File: src/rtl/alu_ccr_pkg.sv
package alu_ccr_pkg;

    typedef enum logic [3:0] {
        FN_ADD = 4'd0,
        FN_SUB = 4'd1,
        FN_AND = 4'd2,
        FN_XOR = 4'd3
    } alu_fn_e;

    typedef struct packed {
        logic zf;
        logic sf;
        logic of;
    } cc_flags_t;

    localparam cc_flags_t CC_RESET = '{zf: 1'b1, sf: 1'b0, of: 1'b0};

endpackage

File: src/rtl/alu_ccr_exec.sv
module alu_ccr_exec
    import alu_ccr_pkg::*;
#(
    parameter int WIDTH = 32
) (
    input  logic [3:0]       func_code,
    input  logic [WIDTH-1:0] opnd_a,
    input  logic [WIDTH-1:0] opnd_b,
    output logic [WIDTH-1:0] result,
    output cc_flags_t        flags_nxt,
    output logic             code_ok
);
    localparam int MSB = WIDTH - 1;

    alu_fn_e          fn;
    logic [WIDTH-1:0] sum_v;
    logic [WIDTH-1:0] dif_v;
    logic             ovf_add;
    logic             ovf_sub;

    assign fn    = alu_fn_e'(func_code);
    assign sum_v = opnd_a + opnd_b;
    assign dif_v = opnd_b - opnd_a;

    // same-sign inputs with a flipped sum sign
    assign ovf_add = (opnd_a[MSB] == opnd_b[MSB]) && (sum_v[MSB] != opnd_a[MSB]);
    // differing signs, difference sign departs from the minuend B
    assign ovf_sub = (opnd_a[MSB] != opnd_b[MSB]) && (dif_v[MSB] != opnd_b[MSB]);

    always_comb begin
        result  = '0;
        code_ok = 1'b1;
        flags_nxt.of = 1'b0;
        unique case (fn)
            FN_ADD: begin
                result       = sum_v;
                flags_nxt.of = ovf_add;
            end
            FN_SUB: begin
                result       = dif_v;
                flags_nxt.of = ovf_sub;
            end
            FN_AND: result = opnd_a & opnd_b;
            FN_XOR: result = opnd_a ^ opnd_b;
            default: begin
                result  = '0;
                code_ok = 1'b0;
            end
        endcase
        flags_nxt.zf = (result == '0);
        flags_nxt.sf = result[MSB];
    end

endmodule

File: src/rtl/alu_ccr_flagreg.sv
module alu_ccr_flagreg
    import alu_ccr_pkg::*;
(
    input  logic      clk,
    input  logic      rst,
    input  logic      load,
    input  cc_flags_t flags_nxt,
    output cc_flags_t flags_q
);
    always_ff @(posedge clk) begin
        if (rst) begin
            flags_q <= CC_RESET;
        end else if (load) begin
            flags_q <= flags_nxt;
        end
    end

    // reset value after a reset edge
    p_reset_value_r10: assert property (@(posedge clk) rst |=> (flags_q == 3'b100));

    // hold whenever no load is requested
    p_hold_r8: assert property (@(posedge clk) disable iff (rst)
        !load |=> $stable(flags_q));

endmodule

File: src/rtl/alu_ccr.sv
module alu_ccr
    import alu_ccr_pkg::*;
#(
    parameter int WIDTH = 32
) (
    input  logic             clk,
    input  logic             rst,
    input  logic [3:0]       func_code,
    input  logic [WIDTH-1:0] opnd_a,
    input  logic [WIDTH-1:0] opnd_b,
    input  logic             set_cc,
    output logic [WIDTH-1:0] result,
    output logic [2:0]       cc_out
);
    cc_flags_t flags_nxt;
    cc_flags_t flags_q;
    logic      code_ok;
    logic      load;

    alu_ccr_exec #(.WIDTH(WIDTH)) exec_i (
        .func_code (func_code),
        .opnd_a    (opnd_a),
        .opnd_b    (opnd_b),
        .result    (result),
        .flags_nxt (flags_nxt),
        .code_ok   (code_ok)
    );

    assign load = set_cc && code_ok;

    alu_ccr_flagreg flag_i (
        .clk       (clk),
        .rst       (rst),
        .load      (load),
        .flags_nxt (flags_nxt),
        .flags_q   (flags_q)
    );

    assign cc_out = flags_q;

    // latched zero flag agrees with the result that was loaded
    p_zero_flag_r4: assert property (@(posedge clk) disable iff (rst)
        (set_cc && func_code < 4'd4) |=> (cc_out[2] == ($past(result) == '0)));

    // logic operations leave overflow clear
    p_logic_of_r7: assert property (@(posedge clk) disable iff (rst)
        (set_cc && (func_code == 4'd2 || func_code == 4'd3)) |=> !cc_out[0]);

    // undefined code gives a zero result
    p_undef_zero_r9: assert property (@(posedge clk) disable iff (rst)
        (func_code > 4'd3) |-> (result == '0));

    // undefined code keeps the flags
    p_undef_hold_r9: assert property (@(posedge clk) disable iff (rst)
        (func_code > 4'd3) |=> $stable(cc_out));

endmodule

File: config.mk
export PLATFORM = sky130hd
export DESIGN_NAME = alu_ccr
export DESIGN_NICKNAME = d
export VERILOG_FILES = /design/src/rtl/alu_ccr_pkg.sv /design/src/rtl/alu_ccr_exec.sv /design/src/rtl/alu_ccr_flagreg.sv /design/src/rtl/alu_ccr.sv
export SDC_FILE = /design/constraint.sdc
export NUM_CORES = 1
export LEC_CHECK = 0
export ABC_CLOCK_PERIOD_IN_PS = 4930
export CORE_MARGIN = 3
export CORE_UTILIZATION = 50
export DETAILED_ROUTE_END_ITERATION = 6
export HOLD_SLACK_MARGIN = 0.05
export PLACE_DENSITY = 0.79
export SLEW_MARGIN = 20
export SYNTH_ARGS = -nofsm -noshare
export SYNTH_HDL_FRONTEND = slang
export SYNTH_SLANG_ARGS = --single-unit
File: constraint.sdc
create_clock -name clk -period 4.93 [get_ports clk]
set_clock_uncertainty 0.1 [all_clocks]
set_input_delay 0.986 -clock clk [delete_from_list [all_inputs] [get_ports clk]]
set_output_delay 0.986 -clock clk [all_outputs]
set_load 0.02 [all_outputs]
==> results of run 1 <==
per-layer routing:
metal	GRT usage	overflow
met4	0.7456	20
met1	0.7105	1
met5	0.2381	0
met2	0.8980	26
met3	0.6069	1
cells in the mapped netlist (9+ instances only):
| cell type | instances |
|---|---|
| nand2b_1 | 18 |
| xnor2_1 | 13 |
| nor2_1 | 73 |
| nor4_1 | 14 |
| o21ai_0 | 46 |
| a22oi_1 | 9 |
| buf_2 | 12 |
| clkbuf_1 | 30 |
| nand4_1 | 11 |
| o21ai_1 | 11 |
| o31ai_1 | 10 |
| nor3_1 | 32 |
| ha_1 | 64 |
| nor2b_1 | 11 |
| o211ai_1 | 17 |
| inv_1 | 61 |
| o21bai_1 | 12 |
| a21oi_1 | 73 |
| nand2_1 | 64 |
| a21o_1 | 11 |
| nand3_1 | 22 |
through the flow:
| step | cells | worst slack (ns) | hold slack (ns) |
|---|---|---|---|
| 3_5_place_dp | 1216 | -0.9012 | 0.3576 |
| 2_1_floorplan | 778 | 0.3430 | 0.4668 |
| 4_1_cts | 1237 | -0.07657 | 0.3701 |
| 3_3_place_gp | 1216 | -0.8049 | 0.3479 |
repair_timing:
| action | CTS |
|---|---|
| pin swaps | 35 |
| buffers inserted | 18 |
| endpoints found under the setup margin | 28 |
| resized for setup | 174 |
| gates cloned | 0 |
logic make-up after synthesis:
family,count (synthesis),share of synthesized area
DFF,3,0.01210
AOI/OAI and AO/OA,287,0.3934
muxes,10,0.02319
buffers and inverters,115,0.09224
xor gates and xnor gates,18,0.03327
and+or+nand+nor,279,0.2765
adders and majority gates,66,0.1694
==> metrics.yaml, run 1 <==
run_status:
  outcome: "did not finish"
  haltStage: "5_1_grt"
  tool.error: "[ERROR GRT-0232] Routing congestion too high. Check the congestion heatmap in the GUI."
global_route:
  grt_max_degree: 14
  grt_usage: 0.7336
  grt.overflow.total: 48
synthesis:
  ys.flop_type: "dfxtp_1"
  ys_warn_count: 0
  seq_area_frac_synth: 0.01210
  synth_top_area_frac: 0.1613
  synth.cell_area_sq_mm: 0.004965
  synthArstFlopShare: 0
  synth-edff-count: 0
  yosysUniqueCellTypes: 80
  synth_area_leaders: "ha_1 16%, a21oi_1 7.4%, nor2_1 5.5%"
  yosysTopAreaCell: "ha_1"
  syn_inst: 778
  ys_ff_latch: 3
  syn_area_per_cell_sq_um: 6.381
  synth_nets: 915
floorplan:
  rows: 35
  start_util: 0.5249
  die_w_um: 105.6
  num_io_pins: 106
  die_y_um: 105.6
sta:
  worst-ep-kind: "register input"
  grt_worst_setup_endpoint: "flag_i.flags_q[2]$_SDFFE_PP1P_/D"
placed_design:
  io_buffer_count: 105
  place_hpwl_um: 18460
  placed_area_sq_mm: 0.007855
  finalWeightedCongestion: 1.038
clock_network:
  clockBufferDepth: 2
  clock_sinks: 3
  cts_buffers: 3
  cts_max_level: 1
  ctsHoldBuffers: 0
  cts_root_buffer: "clkbuf_8"
==> run 2: changes to the inputs <==
--- a/config.mk
+++ b/config.mk
@@ -7,10 +7,9 @@
 export LEC_CHECK = 0
 export ABC_CLOCK_PERIOD_IN_PS = 4930
 export CORE_MARGIN = 3
-export CORE_UTILIZATION = 50
+export CORE_UTILIZATION = 35
 export DETAILED_ROUTE_END_ITERATION = 6
-export HOLD_SLACK_MARGIN = 0.05
-export PLACE_DENSITY = 0.79
+export PLACE_DENSITY_LB_ADDON = 0.15
 export SLEW_MARGIN = 20
 export SYNTH_ARGS = -nofsm -noshare
 export SYNTH_HDL_FRONTEND = slang
==> metrics.yaml, run 2 <==
synthesis:
  seq_area_frac_synth: 0.01210  # unchanged
  ys.flop_type: "dfxtp_1"
  synth-edff-count: 0  # unchanged
  synth_nets: 915  # unchanged
  synthArstFlopShare: 0  # unchanged
  yosysTopAreaCell: "ha_1"
  synthTopCellsByCount: "73 x a21oi_1, 73 x nor2_1, 64 x ha_1, 64 x nand2_1, 61 x inv_1"
  ys_ff_latch: 3  # unchanged
  synth.cell_area_sq_mm: 0.004965  # unchanged
  syn_area_per_cell_sq_um: 6.381  # unchanged
  ys_warn_count: 0  # unchanged
  yosysUniqueCellTypes: 80  # unchanged
  synth_top_area_frac: 0.1613  # unchanged
  synth_area_leaders: "ha_1 16%, a21oi_1 7.4%, nor2_1 5.5%"
  syn_inst: 778  # unchanged
floorplan:
  num_io_pins: 106  # unchanged
  core_sq_mm: 0.01356
  die_y_um: 125.1  # +18%
  die_w_um: 125.1  # +18%
  start_util: 0.3662  # -0.1587
  rows: 42  # +20%
  dieArea_sq_mm: 0.01565
global_route:
  grt.overflow.total: 0
  grt_pass1_vias: 7671
  grt_max_degree: 15
  grt_usage: 0.3032
  antenna_found_initial: 0
  grt_pass1_wl_um: 39700
placed_design:
  placed_area_sq_mm: 0.008074  # +2.8%
  place_hpwl_um: 19950  # +8.0%
  io_buffer_count: 105  # unchanged
  finalWeightedCongestion: 0.9681  # -6.7%
  pre_cts_ws_ns: -0.9382  # -0.03696 ns
detailed_routing:
  routed_wl_um: 25780
  vias: 7687
  via_per_inst: 5.872
  first_pass_iters: 6
  wl_per_cell_um: 19.70
  drt_iter0_drc: 644
  drc: 0
  ant_nets: 0
clock_network:
  clk_latency_ns: 0.22
  cts_max_level: 1  # unchanged
  cts_tree: "done"
  clock_sinks: 3  # unchanged
  cts_root_buffer: "clkbuf_16"
  cts_buffers: 3  # unchanged
  clk_pin_slew_ns: 0.03
  ctsHoldBuffers: 0  # unchanged
  clockBufferDepth: 2  # unchanged
cells_and_area:
  num_antenna_cells: 0
  syn_to_final_growth_pct: 86.04
  reg.largest.list: "flag_i.flags_q x3"
  largest_reg_flops: 3
  final_cell_area_sq_mm: 0.009236
  final_nets: 1271
  layout-drive-gt1-share: 0.4219
  layout_commonest_cell: "buf_4"
  mostFrequentLayoutCells: "287 x buf_4, 65 x nor2_1, 62 x nand2_1"
  largest-register: "flag_i.flags_q"
flow_run:
  max_cap_violations: 0
setup_path:
  start_kind: "input port"
  worstSetupPathType: "input port to primary output"
  worstPathMaxFanout: 3
  end_kind: "primary output"
  worstPathRequired_ns: 3.84
  arrival_ns: 3.79
run_status:
  outcome: "finished, final reports clean"
sta:
  relSlewSlack: 0.6290
  tightest_slew_ns: 0.5514
  setup_viol: 0
  post-route-min-period_ns: 4.877
  drv_slew: 0
  fmaxAchievable_ghz: 0.2051
  worst_hold_slack_ns: 0.3779
  hold_viol: 0
  fin_crit_sh: 0.9892
  fin_ws_ns: 0.05328
  grt_setup_unrepaired: "yes"
power_and_ir_drop:
  vdd_ir_drop_max_v: 0.0003221
  power_density_mw_per_mm2: 148.0
  power_mw: 1.367
  p_leak_nw: 4.307
min_path:
  min_path_type: "flip-flop to flip-flop"
==> run 2: cell counts after synthesis <==
No cell type changed its count.
==> run 2: cells by family (layout without fill, tap and decap cells) <==
logic type	after synthesis	after routing	synth area share
xor+xnor	18	18	0.03327
mux	10	10	0.02319
simple gates	279	279	0.2765
compound gates	287	287	0.3934
fa+ha+maj	66	66	0.1694
flops	3	3	0.01210
buf+inv	115	470	0.09224
==> run 2: path summary, 6_finish.rpt <==
kind	startpoint	to	slack [ns]	cells after the start
setup / recovery	opnd_b[0]	result[20]	0.05	15
hold / removal	flag_i.flags_q[2]	flag_i.flags_q[2]	0.38	1
setup reg to reg	flag_i.flags_q[2]	flag_i.flags_q[2]	4.16	1
hold reg to reg	flag_i.flags_q[2]	flag_i.flags_q[2]	0.38	1
==> run 2: repair_timing <==
| action | 4_1_cts | 5_1_grt |
|---|---|---|
| pin swaps | 34 | 51 |
| setup buffers | 19 | 8 |
| endpoints found under the setup margin | 28 | 26 |
| gates cloned | 0 | 0 |
| gates resized for setup | 214 | 99 |
| hold endpoints to repair | 0 | 0 |
==> run 2: through the flow <==
step	setup TNS (ns)	instances	util
finish	0	1309	0.6812
global route	-0.09996	1309	0.6812
CTS	-0.06996	1303	0.6513
detailed placement	-15.82	1281	0.5955
global placement	-14.54	1281	0.5955
floorplan	0	778	-
==> run 2: power by group <==
| group | total, mW | leakage [nW] | switching [mW] | internal [mW] |
|---|---|---|---|---|
| clock | 0.129 | 0.0382 | 0.0219 | 0.107 |
| combinational | 1.21 | 4.24 | 0.619 | 0.592 |
| sequential | 0.0265 | 0.0246 | 0.000767 | 0.0257 |
==> run 2: metal layers <==
metal / wire length [um] / track usage / vias up
met5: 0 / 0 / -
met4: 688 / 0.07270 / 0
met3: 2056 / 0.05330 / 72
met2: 11760 / 0.4989 / 372
met1: 11280 / 0.4133 / 3648
li1: - / - / 3595
==> run 2: worst max-delay path: stages <==
cell and delay [ns]:
clkbuf_2 0.11, inv_2 0.05, ha_2 0.19, fa_2 0.43, nor2b_2 0.15, o31a_1 0.20, o21ai_2 0.10, buf_4 0.16
a211o_1 0.31, a211oi_2 0.23, buf_4 0.16, nor3_1 0.06, xnor2_1 0.13, a221o_1 0.37, buf_6 0.15
==> run 2: layout make-up <==
type	count	area (sq um)
Multi-Input combinational cell	660	5340
Fill cell	1167	4322
Sequential cell	3	60.06
Inverter	69	259.0
Timing Repair Buffer	397	3278
Tap cell	176	220.2
Clock buffer	4	78.83
Note: power is estimated with default switching activity, not from simulation.
==> run 3: changes to the inputs <==
--- a/config.mk
+++ b/config.mk
@@ -7,8 +7,10 @@
 export LEC_CHECK = 0
 export ABC_CLOCK_PERIOD_IN_PS = 4930
 export CORE_MARGIN = 3
-export CORE_UTILIZATION = 35
+export CORE_UTILIZATION = 40
 export DETAILED_ROUTE_END_ITERATION = 6
+export GPL_TIMING_DRIVEN = 0
+export HOLD_SLACK_MARGIN = 0.05
 export PLACE_DENSITY_LB_ADDON = 0.15
 export SLEW_MARGIN = 20
 export SYNTH_ARGS = -nofsm -noshare
==> metrics.yaml, run 3 (synthesis results as in run 2) <==
global_route:
  grt.overflow.total: 0  # unchanged
  grt_pass1_wl_um: 35490  # -11%
  grt_pass1_vias: 6863  # -11%
  antenna_found_initial: 0  # unchanged
  grt_max_degree: 11  # -4
  grt_usage: 0.3048  # +0.001538
sta:
  grt_setup_unrepaired: "yes"
  fmaxAchievable_ghz: 0.2043  # -0.38%
  relSlewSlack: 0.5262  # -0.1028
  post-route-min-period_ns: 4.895  # +0.01853 ns
  tightest_slew_ns: 0.7107  # +0.1593 ns
  setup_viol: 0  # unchanged
  drv_slew: 0  # unchanged
  hold_viol: 0  # unchanged
  fin_ws_ns: 0.03475  # -0.01853 ns
  fin_tns_setup_ns: 0  # unchanged
  worst_hold_slack_ns: 0.3738  # -0.004137 ns
  fin_crit_sh: 0.9930  # +0.003758
setup_path:
  slowest_stage: "a2111oi_4"
  arrival_ns: 3.81  # +0.02 ns
  worstSetupPathType: "input port to primary output"
  worstPathMaxFanout: 3  # unchanged
  cpPeakStageDelay_ns: 0.49  # +0.06 ns
  end_kind: "primary output"
  rrSetupSlack_ns: 4.16  # about the same
  cp_top_family: "compound AO/OA/AOI/OAI gates"
  worstPathRequired_ns: 3.84  # about the same
  cp_cell_sequence: "clkdlybuf4s50_1 > inv_1 > ha_4 > nor2_4 > o21ai_2 > a2111oi_4 > nor3_2 > a21oi_4 > a221oi_4 > o21a_2 > a21boi_2 > a22o_1 > buf_6"
  start_kind: "input port"
  worst-path-buf-inv: 3  # -2
placed_design:
  io_buffer_count: 104  # -0.95%
  place_hpwl_um: 16440  # -18%
  finalWeightedCongestion: 0.9668  # -0.13%
  pre_cts_ws_ns: -1.324  # -0.3856 ns
floorplan:
  dieArea_sq_mm: 0.01379  # -12%
  die_y_um: 117.4  # -6.1%
  core_sq_mm: 0.01206  # -11%
  start_util: 0.4116  # +0.04543
  num_io_pins: 106  # unchanged
  die_w_um: 117.4  # -6.1%
  rows: 40  # -4.8%
detailed_routing:
  first_pass_iters: 5  # -1
  via_per_inst: 6.436  # +9.6%
  drt_iter0_drc: 809  # +26%
  ant_nets: 0  # unchanged
  wl_per_cell_um: 20.64  # +4.8%
  drc: 0  # unchanged
  vias: 7054  # -8.2%
  routed_wl_um: 22620  # -12%
cells_and_area:
  largest-register: "flag_i.flags_q"
  mostFrequentLayoutCells: "60 x nand2_1, 60 x nor2_1, 55 x buf_4"
  syn_to_final_growth_pct: 56.80
  layout-drive-gt1-share: 0.2920  # -0.1299
  final_nets: 1066  # -16%
  reg.largest.list: "flag_i.flags_q x3"
  largest_reg_flops: 3  # unchanged
  num_antenna_cells: 0  # unchanged
clock_network:
  clk_latency_ns: 0.22  # about the same
  cts_tree: "done"
  cts_buffers: 3  # unchanged
  clockBufferDepth: 2  # unchanged
  cts_max_level: 1  # unchanged
  clk_pin_slew_ns: 0.03  # about the same
  clock_sinks: 3  # unchanged
  cts_root_buffer: "clkbuf_16"
min_path:
  min_path_type: "flip-flop to flip-flop"
run_status:
  outcome: "finished, final reports clean"
power_and_ir_drop:
  vdd_ir_drop_max_v: 0.0002215  # -31%
  power_density_mw_per_mm2: 151.6  # +2.4%
  p_leak_nw: 3.277  # -24%
  power_mw: 1.180  # -14%
flow_run:
  max_cap_violations: 0  # unchanged
==> run 3: final timing paths <==
kind                      from                end  cells after the start
max                 opnd_a[14]         result[31]                     13
min          flag_i.flags_q[2]  flag_i.flags_q[2]                      1
max reg2reg  flag_i.flags_q[2]  flag_i.flags_q[2]                      1
min reg2reg  flag_i.flags_q[2]  flag_i.flags_q[2]                      1
==> run 3: timing repair <==
item,CTS,global route
buffers inserted,42,7
pin swaps,56,35
endpoints found under the setup margin,30,25
hold buffers,0,0
cloned,1,0
gates resized for setup,281,86
==> run 3: metal layers <==
metal | vias up | share of wire | GRT usage
met3 | 80 | 0.089 | 0.04147
met2 | 419 | 0.47 | 0.5137
li1 | 3186 | - | -
met5 | - | 0 | 0
met1 | 3369 | 0.41 | 0.3978
met4 | 0 | 0.035 | 0.1092
==> run 3: cell type report <==
cell class	count	area (sq um)
Multi-Input combinational cell	660	5488
Fill cell	1073	4277
Timing Repair Buffer	154	1409
Buffer	38	280.3
Inverter	69	259.0
Tap cell	168	210.2
Clock buffer	4	78.83
Sequential cell	3	60.06
==> run 3: through the flow <==
stage	area [sq um]	instances	util
finish	7785	1096	0.6454
global route	7785	1096	0.6454
CTS	7460	1090	0.6185
detailed placement	6216	1050	0.5154
global placement	6216	1050	0.5154
floorplan	4965	778	-
==> run 3: report_power, final <==
part | switching (mW) | total [mW] | internal (mW)
combinational | 0.584 | 1.02 | 0.440
clock | 0.0225 | 0.129 | 0.107
sequential | 0.000655 | 0.0264 | 0.0257
total | 0.607 | 1.18 | 0.573
